[src/rtl/locmem_pkg.sv]
package locmem_pkg;
   typedef enum logic [2:0] {
      GNT_NONE   = 3'd0,
      GNT_DMA_WR = 3'd1,
      GNT_DMA_RD = 3'd2,
      GNT_LS     = 3'd3,
      GNT_PF     = 3'd4
   } gnt_e;
endpackage

[src/rtl/locmem_slot_timer.sv]
module locmem_slot_timer #(
   parameter int SLOT_PERIOD = 8
) (
   input  logic clk,
   input  logic rst_n,
   output logic slot_open
);
   localparam int CW = (SLOT_PERIOD > 1) ? $clog2(SLOT_PERIOD) : 1;

   if (SLOT_PERIOD < 2 || (SLOT_PERIOD & (SLOT_PERIOD - 1)) != 0) begin : g_bad_period
      $error("SLOT_PERIOD must be a power of two of at least 2");
   end

   logic [CW-1:0] phase_q;

   always_ff @(posedge clk or negedge rst_n) begin
      if (!rst_n) phase_q <= '0;
      else        phase_q <= phase_q + 1'b1;
   end

   assign slot_open = (phase_q == '0);
endmodule

[src/rtl/locmem_dma_accum.sv]
module locmem_dma_accum #(
   parameter int ADDR_W = 14,
   parameter int LINE_W = 128,
   parameter int WORD_W = 32
) (
   input  logic              clk,
   input  logic              rst_n,
   input  logic              wr_valid,
   input  logic [ADDR_W-1:0] wr_line,
   input  logic [WORD_W-1:0] wr_word,
   input  logic              flush,
   output logic              wr_ready,
   output logic              line_full,
   output logic [ADDR_W-1:0] line_addr,
   output logic [LINE_W-1:0] line_data
);
   localparam int LANES = LINE_W / WORD_W;
   localparam int WCW   = $clog2(LANES + 1);

   if (LINE_W % WORD_W != 0 || LANES < 2) begin : g_bad_width
      $error("LINE_W must hold at least two whole WORD_W words");
   end

   logic [WCW-1:0]    fill_q;
   logic [ADDR_W-1:0] addr_q;
   logic              accept;

   assign line_full = (fill_q == WCW'(LANES));
   assign wr_ready  = !line_full;
   assign accept    = wr_valid && !line_full;

   always_ff @(posedge clk or negedge rst_n) begin
      if (!rst_n) begin
         fill_q <= '0;
         addr_q <= '0;
      end else begin
         if (flush)       fill_q <= '0;
         else if (accept) fill_q <= fill_q + 1'b1;
         if (accept && fill_q == '0) addr_q <= wr_line;
      end
   end

   for (genvar g = 0; g < LANES; g++) begin : g_lane
      logic [WORD_W-1:0] lane_q;
      always_ff @(posedge clk or negedge rst_n) begin
         if (!rst_n)                             lane_q <= '0;
         else if (accept && fill_q == WCW'(g))   lane_q <= wr_word;
      end
      assign line_data[g*WORD_W +: WORD_W] = lane_q;
   end

   assign line_addr = addr_q;
endmodule

[src/rtl/locmem_pf_seq.sv]
module locmem_pf_seq #(
   parameter int ADDR_W = 14,
   parameter int IDX_W  = 2,
   parameter int PF_MIN = 17
) (
   input  logic                    clk,
   input  logic                    rst_n,
   input  logic                    branch,
   input  logic [ADDR_W+IDX_W-1:0] target,
   input  logic                    grant,
   output logic                    req,
   output logic [ADDR_W-1:0]       line_addr
);
   localparam int IPL   = 1 << IDX_W;
   localparam int MAXL  = (PF_MIN + 2 * IPL - 2) / IPL;
   localparam int CNTW  = $clog2(MAXL + 1);

   if (IDX_W < 1 || PF_MIN < 1) begin : g_bad_cfg
      $error("IDX_W and PF_MIN must be at least 1");
   end

   logic [ADDR_W-1:0] ptr_q;
   logic [CNTW-1:0]   left_q;
   logic [CNTW-1:0]   left_load;
   logic [IDX_W-1:0]  offset;

   assign offset    = target[IDX_W-1:0];
   assign left_load = CNTW'((32'(offset) + PF_MIN + IPL - 1) / IPL);

   always_ff @(posedge clk or negedge rst_n) begin
      if (!rst_n) begin
         ptr_q  <= '0;
         left_q <= '0;
      end else if (branch) begin
         ptr_q  <= target[ADDR_W+IDX_W-1:IDX_W];
         left_q <= left_load;
      end else if (grant) begin
         ptr_q  <= ptr_q + 1'b1;
         left_q <= left_q - 1'b1;
      end
   end

   assign req       = (left_q != '0);
   assign line_addr = ptr_q;
endmodule

[src/rtl/locmem_arbiter.sv]
module locmem_arbiter
   import locmem_pkg::*;
#(
   parameter int ADDR_W       = 14,
   parameter int LINE_W       = 128,
   parameter int WORD_W       = 32,
   parameter int INSN_W       = 32,
   parameter int SLOT_PERIOD  = 8,
   parameter int PF_MIN       = 17,
   parameter bit DMA_WR_FIRST = 1'b1
) (
   input  logic                    clk,
   input  logic                    rst_n,
   input  logic                    dma_rd_req,
   input  logic [ADDR_W-1:0]       dma_rd_addr,
   output logic                    dma_rd_gnt,
   input  logic                    dma_wr_valid,
   input  logic [ADDR_W-1:0]       dma_wr_line,
   input  logic [WORD_W-1:0]       dma_wr_word,
   output logic                    dma_wr_ready,
   input  logic                    ls_req,
   input  logic                    ls_we,
   input  logic [ADDR_W-1:0]       ls_addr,
   input  logic [LINE_W-1:0]       ls_wdata,
   output logic                    ls_gnt,
   input  logic                    pf_branch,
   input  logic [ADDR_W+$clog2(LINE_W/INSN_W)-1:0] pf_target,
   output logic                    pf_gnt,
   output logic                    pf_busy,
   output logic                    mem_en,
   output logic                    mem_we,
   output logic [ADDR_W-1:0]       mem_addr,
   output logic [LINE_W-1:0]       mem_wdata
);
   localparam int IPL   = LINE_W / INSN_W;
   localparam int IDX_W = $clog2(IPL);

   if (LINE_W % INSN_W != 0 || (IPL & (IPL - 1)) != 0) begin : g_bad_insn
      $error("LINE_W must hold a power-of-two count of instructions");
   end

   logic              slot_open;
   logic              line_full;
   logic [ADDR_W-1:0] acc_line;
   logic [LINE_W-1:0] acc_data;
   logic              pf_req;
   logic [ADDR_W-1:0] pf_line;
   logic              wr_gnt;
   gnt_e              dma_sel;
   gnt_e              gsel;

   locmem_slot_timer #(.SLOT_PERIOD(SLOT_PERIOD)) u_slot (
      .clk       (clk),
      .rst_n     (rst_n),
      .slot_open (slot_open)
   );

   locmem_dma_accum #(.ADDR_W(ADDR_W), .LINE_W(LINE_W), .WORD_W(WORD_W)) u_accum (
      .clk       (clk),
      .rst_n     (rst_n),
      .wr_valid  (dma_wr_valid),
      .wr_line   (dma_wr_line),
      .wr_word   (dma_wr_word),
      .flush     (wr_gnt),
      .wr_ready  (dma_wr_ready),
      .line_full (line_full),
      .line_addr (acc_line),
      .line_data (acc_data)
   );

   locmem_pf_seq #(.ADDR_W(ADDR_W), .IDX_W(IDX_W), .PF_MIN(PF_MIN)) u_pf (
      .clk       (clk),
      .rst_n     (rst_n),
      .branch    (pf_branch),
      .target    (pf_target),
      .grant     (pf_gnt),
      .req       (pf_req),
      .line_addr (pf_line)
   );

   if (DMA_WR_FIRST) begin : g_wr_first
      always_comb begin
         if (slot_open && line_full)       dma_sel = GNT_DMA_WR;
         else if (slot_open && dma_rd_req) dma_sel = GNT_DMA_RD;
         else                              dma_sel = GNT_NONE;
      end
   end else begin : g_rd_first
      always_comb begin
         if (slot_open && dma_rd_req)      dma_sel = GNT_DMA_RD;
         else if (slot_open && line_full)  dma_sel = GNT_DMA_WR;
         else                              dma_sel = GNT_NONE;
      end
   end

   always_comb begin
      gsel = dma_sel;
      if (gsel == GNT_NONE) begin
         if (ls_req)      gsel = GNT_LS;
         else if (pf_req) gsel = GNT_PF;
      end
   end

   assign wr_gnt     = (gsel == GNT_DMA_WR);
   assign dma_rd_gnt = (gsel == GNT_DMA_RD);
   assign ls_gnt     = (gsel == GNT_LS);
   assign pf_gnt     = (gsel == GNT_PF);
   assign pf_busy    = pf_req;

   always_comb begin
      mem_en    = (gsel != GNT_NONE);
      mem_we    = 1'b0;
      mem_addr  = '0;
      mem_wdata = '0;
      case (gsel)
         GNT_DMA_WR: begin
            mem_we    = 1'b1;
            mem_addr  = acc_line;
            mem_wdata = acc_data;
         end
         GNT_DMA_RD: mem_addr = dma_rd_addr;
         GNT_LS: begin
            mem_we    = ls_we;
            mem_addr  = ls_addr;
            mem_wdata = ls_wdata;
         end
         GNT_PF:  mem_addr = pf_line;
         default: ;
      endcase
   end
endmodule

[config.mk]
export PLATFORM = sky130hd
export DESIGN_NAME = locmem_arbiter
export DESIGN_NICKNAME = d
export VERILOG_FILES = /design/src/rtl/locmem_pkg.sv /design/src/rtl/locmem_slot_timer.sv /design/src/rtl/locmem_dma_accum.sv /design/src/rtl/locmem_pf_seq.sv /design/src/rtl/locmem_arbiter.sv
export SDC_FILE = /design/constraint.sdc
export NUM_CORES = 1
export LEC_CHECK = 0
export BUFFER_PORTS_ARGS = -buffer_cell sky130_fd_sc_hd__buf_2
export CAP_MARGIN = 20
export CORE_ASPECT_RATIO = 0.9
export CORE_MARGIN = 3
export CORE_UTILIZATION = 40
export DETAILED_ROUTE_END_ITERATION = 10
export PLACE_DENSITY = 0.7
export SYNTH_ARGS = -nofsm -noshare
export SYNTH_HDL_FRONTEND = slang
export SYNTH_HIERARCHICAL = 1
export SYNTH_SLANG_ARGS = --single-unit
[constraint.sdc]
create_clock -name clk -period 3.4 [get_ports clk]
set_input_delay 0.34 -clock clk [delete_from_list [all_inputs] [get_ports clk]]
set_output_delay 0.34 -clock clk [all_outputs]
set_load 0.005 [all_outputs]
==> Implementation_results.wiki <==
{| class="wikitable"
! Metric !! Value
|-
| Min-delay worst type || in2async
|-
| Maximum number of pins on one net before global-route repair || 92
|-
| Clock period minus worst slack || 3.180 ns
|-
| Number of H-tree branching levels || 4
|-
| Violations in the final reports || negative hold slack
|-
| Synthesized flop and latch total || 165
|-
| Synth Net Count || 910
|-
| Routed WL per cell || 18.71 um
|-
| Via total after detailed routing || 6,931
|-
| Cell leakage power || 5.483 nW
|-
| Number of rows in the core area || roughly 50
|-
| Cell type with the highest occurrence count on the critical path || inv_1
|-
| Setup TNS || 0 ns
|-
| Area Growth Syn to Fin || 30.47%
|-
| Num CTS Buffers || 17
|-
| Number of buffers on the longest clock path || 2
|-
| Vertical die dimension || approximately 140 um
|-
| Slew at the pin with the worst max-slew slack || 0.9598 ns
|-
| Die outline area || 23,050 um^2
|-
| Share of cells above drive strength 1 || 0.5577
|-
| Residual antenna-violating net count after detailed routing || 0
|-
| Fill cell instance count of the final layout || ~1.9k
|-
| Cell depth of the worst flop-to-flop path || 11
|-
| Aggregate global routing overflow || 0
|-
| Clock latency at the later pin of the worst-skew pair || between 0.4 and 0.5 ns
|-
| Maximum net fanout on the critical path || between 60 and 70
|-
| Cell types with the largest area share after synthesis || dfrtp_1, mux2_2, a22o_1
|-
| HPWL after detailed placement || between 15,000 and 20,000 um
|-
| Initial Util || 0.4166
|-
| Setup violators final || 0
|-
| Avg Inst Size Synth || approximately 13 um^2
|-
| Data required, critical path || 3.06 ns
|-
| Via count of the first global-routing pass || 6,680
|-
| MaxCap Viol Count || 0
|-
| Minimum setup slack among reg-to-reg paths || ~0.52 ns
|-
| R2R Path End || u_pf/line_addr[5]
|-
| Placement Cell Area || ~10,000 um^2
|-
| Kind of launch point of the worst setup path || register
|-
| Post-synth top area share || 0.4855
|-
| Final nets || 1,262
|-
| Power Density || 656.1 nW/um^2
|-
| Number of warnings issued by yosys || 6
|-
| Via density || 5.251
|-
| FMAX || 314.5 MHz
|-
| Initial antenna violation count || 0
|-
| Routed WL || 24,700 um
|-
| IO Pins || 374
|-
| Outcome || finished with violations
|-
| Hold-fix buffers, CTS || 0
|-
| Maximum single-stage delay on the critical path || a little over 0.4 ns
|-
| Worst-path cell with the longest stage delay || dfrtp_1
|-
| Relative slew margins || 0.3579
|-
| Startpoint of the lowest-slack register-to-register path || u_accum/fill_q[0]
|-
| CP arrival || 2.84 ns
|-
| Most used standard cells in the synthesized netlist || dfrtp_1, mux2_2, a22o_1, buf_6, clkbuf_1
|-
| Clock tree root driver cell || clkbuf_16
|-
| Clock sink total || 165
|-
| First-pass GRT wire length || 37,120 um
|-
| Number of instances in the synthesized netlist || 675
|-
| Netlist area before placement || 8504 um^2
|-
| Number of DRC violations after detailed-routing iteration 0 || 332
|-
| Storage element area || 4129 um^2
|-
| Final clock period utilization by the worst path || 0.9353
|-
| Number of enable flip-flop cells after synthesis || 0
|-
| Gpl congestion || 0.8114
|-
| Critical path type || reg2out
|-
| Slew Viols, Final || 0
|-
| Sequential area share after synthesis || 0.4855
|-
| Register clock-pin slew on the reported worst setup and hold paths || 0.07 ns
|-
| Standard cell core area || approximately 20,000 um^2
|-
| CTS tree || built
|-
| Total chip power || 0.007280 W
|-
| Total count of hold-check failures in the final report || 6
|-
| Number of detailed-route iterations in the first pass || 4
|-
| Cell Chain, Critical Path || inv_1 -> ha_1 -> nand2_1 -> inv_1 -> buf_4 -> o21ai_2 -> and2_4 -> buf_12 -> a22o_1 -> buf_2
|-
| Post-synth top flop || dfrtp_1
|-
| VDD IR max || 396.5 uV
|-
| Ys async rst share || 1.000
|-
| Clock Skew || 0.01043 ns
|-
| RSZ-0062 raised after global routing || false
|-
| Library cell with the largest summed area after synthesis || dfrtp_1
|-
| Multi-input logic area || 3939 um^2
|-
| Final standard cell area without fillers || 11,100 um^2
|-
| Capturing element type of the critical path || output port
|-
| Synth unique cells || 49
|-
| Number of I/O port buffers || roughly 370
|-
| Most common cell in the synthesized netlist || dfrtp_1
|-
| Total DRC errors in the routed layout || 0
|-
| Die Width || 159.7 um
|-
| Post-route worst hold slack || -0.01273 ns
|-
| Antenna cells || 0
|-
| Tot GR Track Use || 0.2031
|}
==> power breakdown <==
part | switching [W] | internal [W] | leakage, nW | total [W]
Clock | 0.000835 | 0.00107 | 0.284 | 0.00191
Sequential | 0.000577 | 0.00287 | 1.97 | 0.00345
Combinational | 0.000747 | 0.00118 | 3.23 | 0.00192
==> layout make-up <==
cell class / count / share of cell area
clock buffer: 19 / 0.04082
clock inverter: 13 / 0.01218
inverter: 12 / 0.004060
multi-input combinational: 443 / 0.3550
sequential: 165 / 0.3721
tap: 280 / 0.03157
timing repair buffer: 388 / 0.1843
==> logic make-up after synthesis <==
family / Yosys count / synth area share
AOI/OAI and AO/OA: 171 / 0.1707
xor gates and xnor gates: 16 / 0.01648
adders and majority gates: 10 / 0.01471
buffers and inverters: 68 / 0.05340
DFF: 165 / 0.4855
muxes: 146 / 0.1930
and+or+nand+nor: 99 / 0.06620
==> critical path, delay by kind of cell (launching register included) <==
| family | cells | cell delay (ns) |
|---|---|---|
| AO/OA/AOI/OAI | 2 | 0.49 |
| adder cells (fa/ha/maj) | 1 | 0.25 |
| flip-flops | 1 | 0.41 |
| buffers and inverters | 5 | 0.85 |
| AND/OR/NAND/NOR | 2 | 0.39 |
==> sequential cells by signal (all words and copies together) (netlist names) <==
signal / count
u_accum/fill_q: 3
u_accum/g_lane.lane_q: 128
u_accum/line_addr: 14
u_pf/left_q: 3
u_pf/line_addr: 14
u_slot/phase_q: 3
==> worst max-delay path by stage <==
stage,startpoint,end,slack (ns)
after floorplan,u_accum/fill_q[0],u_pf/line_addr[9],0.82
after global placement,u_accum/fill_q[0],mem_wdata[75],0.57
after detailed placement,u_accum/fill_q[0],mem_wdata[75],0.52
after CTS,u_accum/fill_q[0],mem_wdata[75],0.06
after global routing,u_accum/fill_q[0],mem_wdata[19],0.03
final,u_accum/fill_q[0],mem_wdata[19],0.22
==> metrics by stage <==
step | std cells | utilization | setup slack (ns)
finish | 1320 | 0.5435 | 0.2200
global route | 1320 | 0.5435 | 0.03104
CTS | 1317 | 0.5422 | 0.05794
detailed placement | 1285 | 0.5134 | 0.5179
global placement | 1285 | 0.5134 | 0.5704
floorplan | 675 | - | 0.8154
==> routing by layer <==
| metal | track usage | vias up | wire, um |
|---|---|---|---|
| li1 | - | 3248 | - |
| met1 | 0.2747 | 3432 | 11010 |
| met2 | 0.3418 | 242 | 12110 |
| met3 | 0.04582 | 9 | 1408 |
| met4 | 0.03685 | 0 | 178 |
| met5 | 0 | - | 0 |
==> placed cells by master, fill, tap and decap left out, types with 2 or more instances in the layout <==
master,instances
buf_2,370
dfrtp_1,165
mux2_2,144
a22o_1,134
nor2_1,20
nand2_1,18
clkbuf_16,17
buf_4,12
o21ai_0,12
inv_1,11
nand3_1,10
ha_1,10
nor2b_1,9
xnor2_1,9
nand4b_1,7
o311a_1,7
and3_1,7
xor2_1,7
a221o_1,6
inv_6,6
buf_12,4
nand2_2,4
nand4_1,4
and2_1,3
nand2b_1,3
clkinv_4,3
and2_4,2
clkbuf_8,2
clkinvlp_4,2
buf_6,2
mux2i_1,2
a21oi_1,2
nor4_1,2
o21ai_1,2
==> repair_timing <==
| action | in CTS | in global routing |
|---|---|---|
| buffers inserted | 0 | 2 |
| setup endpoints to repair | 0 | 94 |
| gates resized for setup | 0 | 1 |
(Power assumes the default switching activity.)
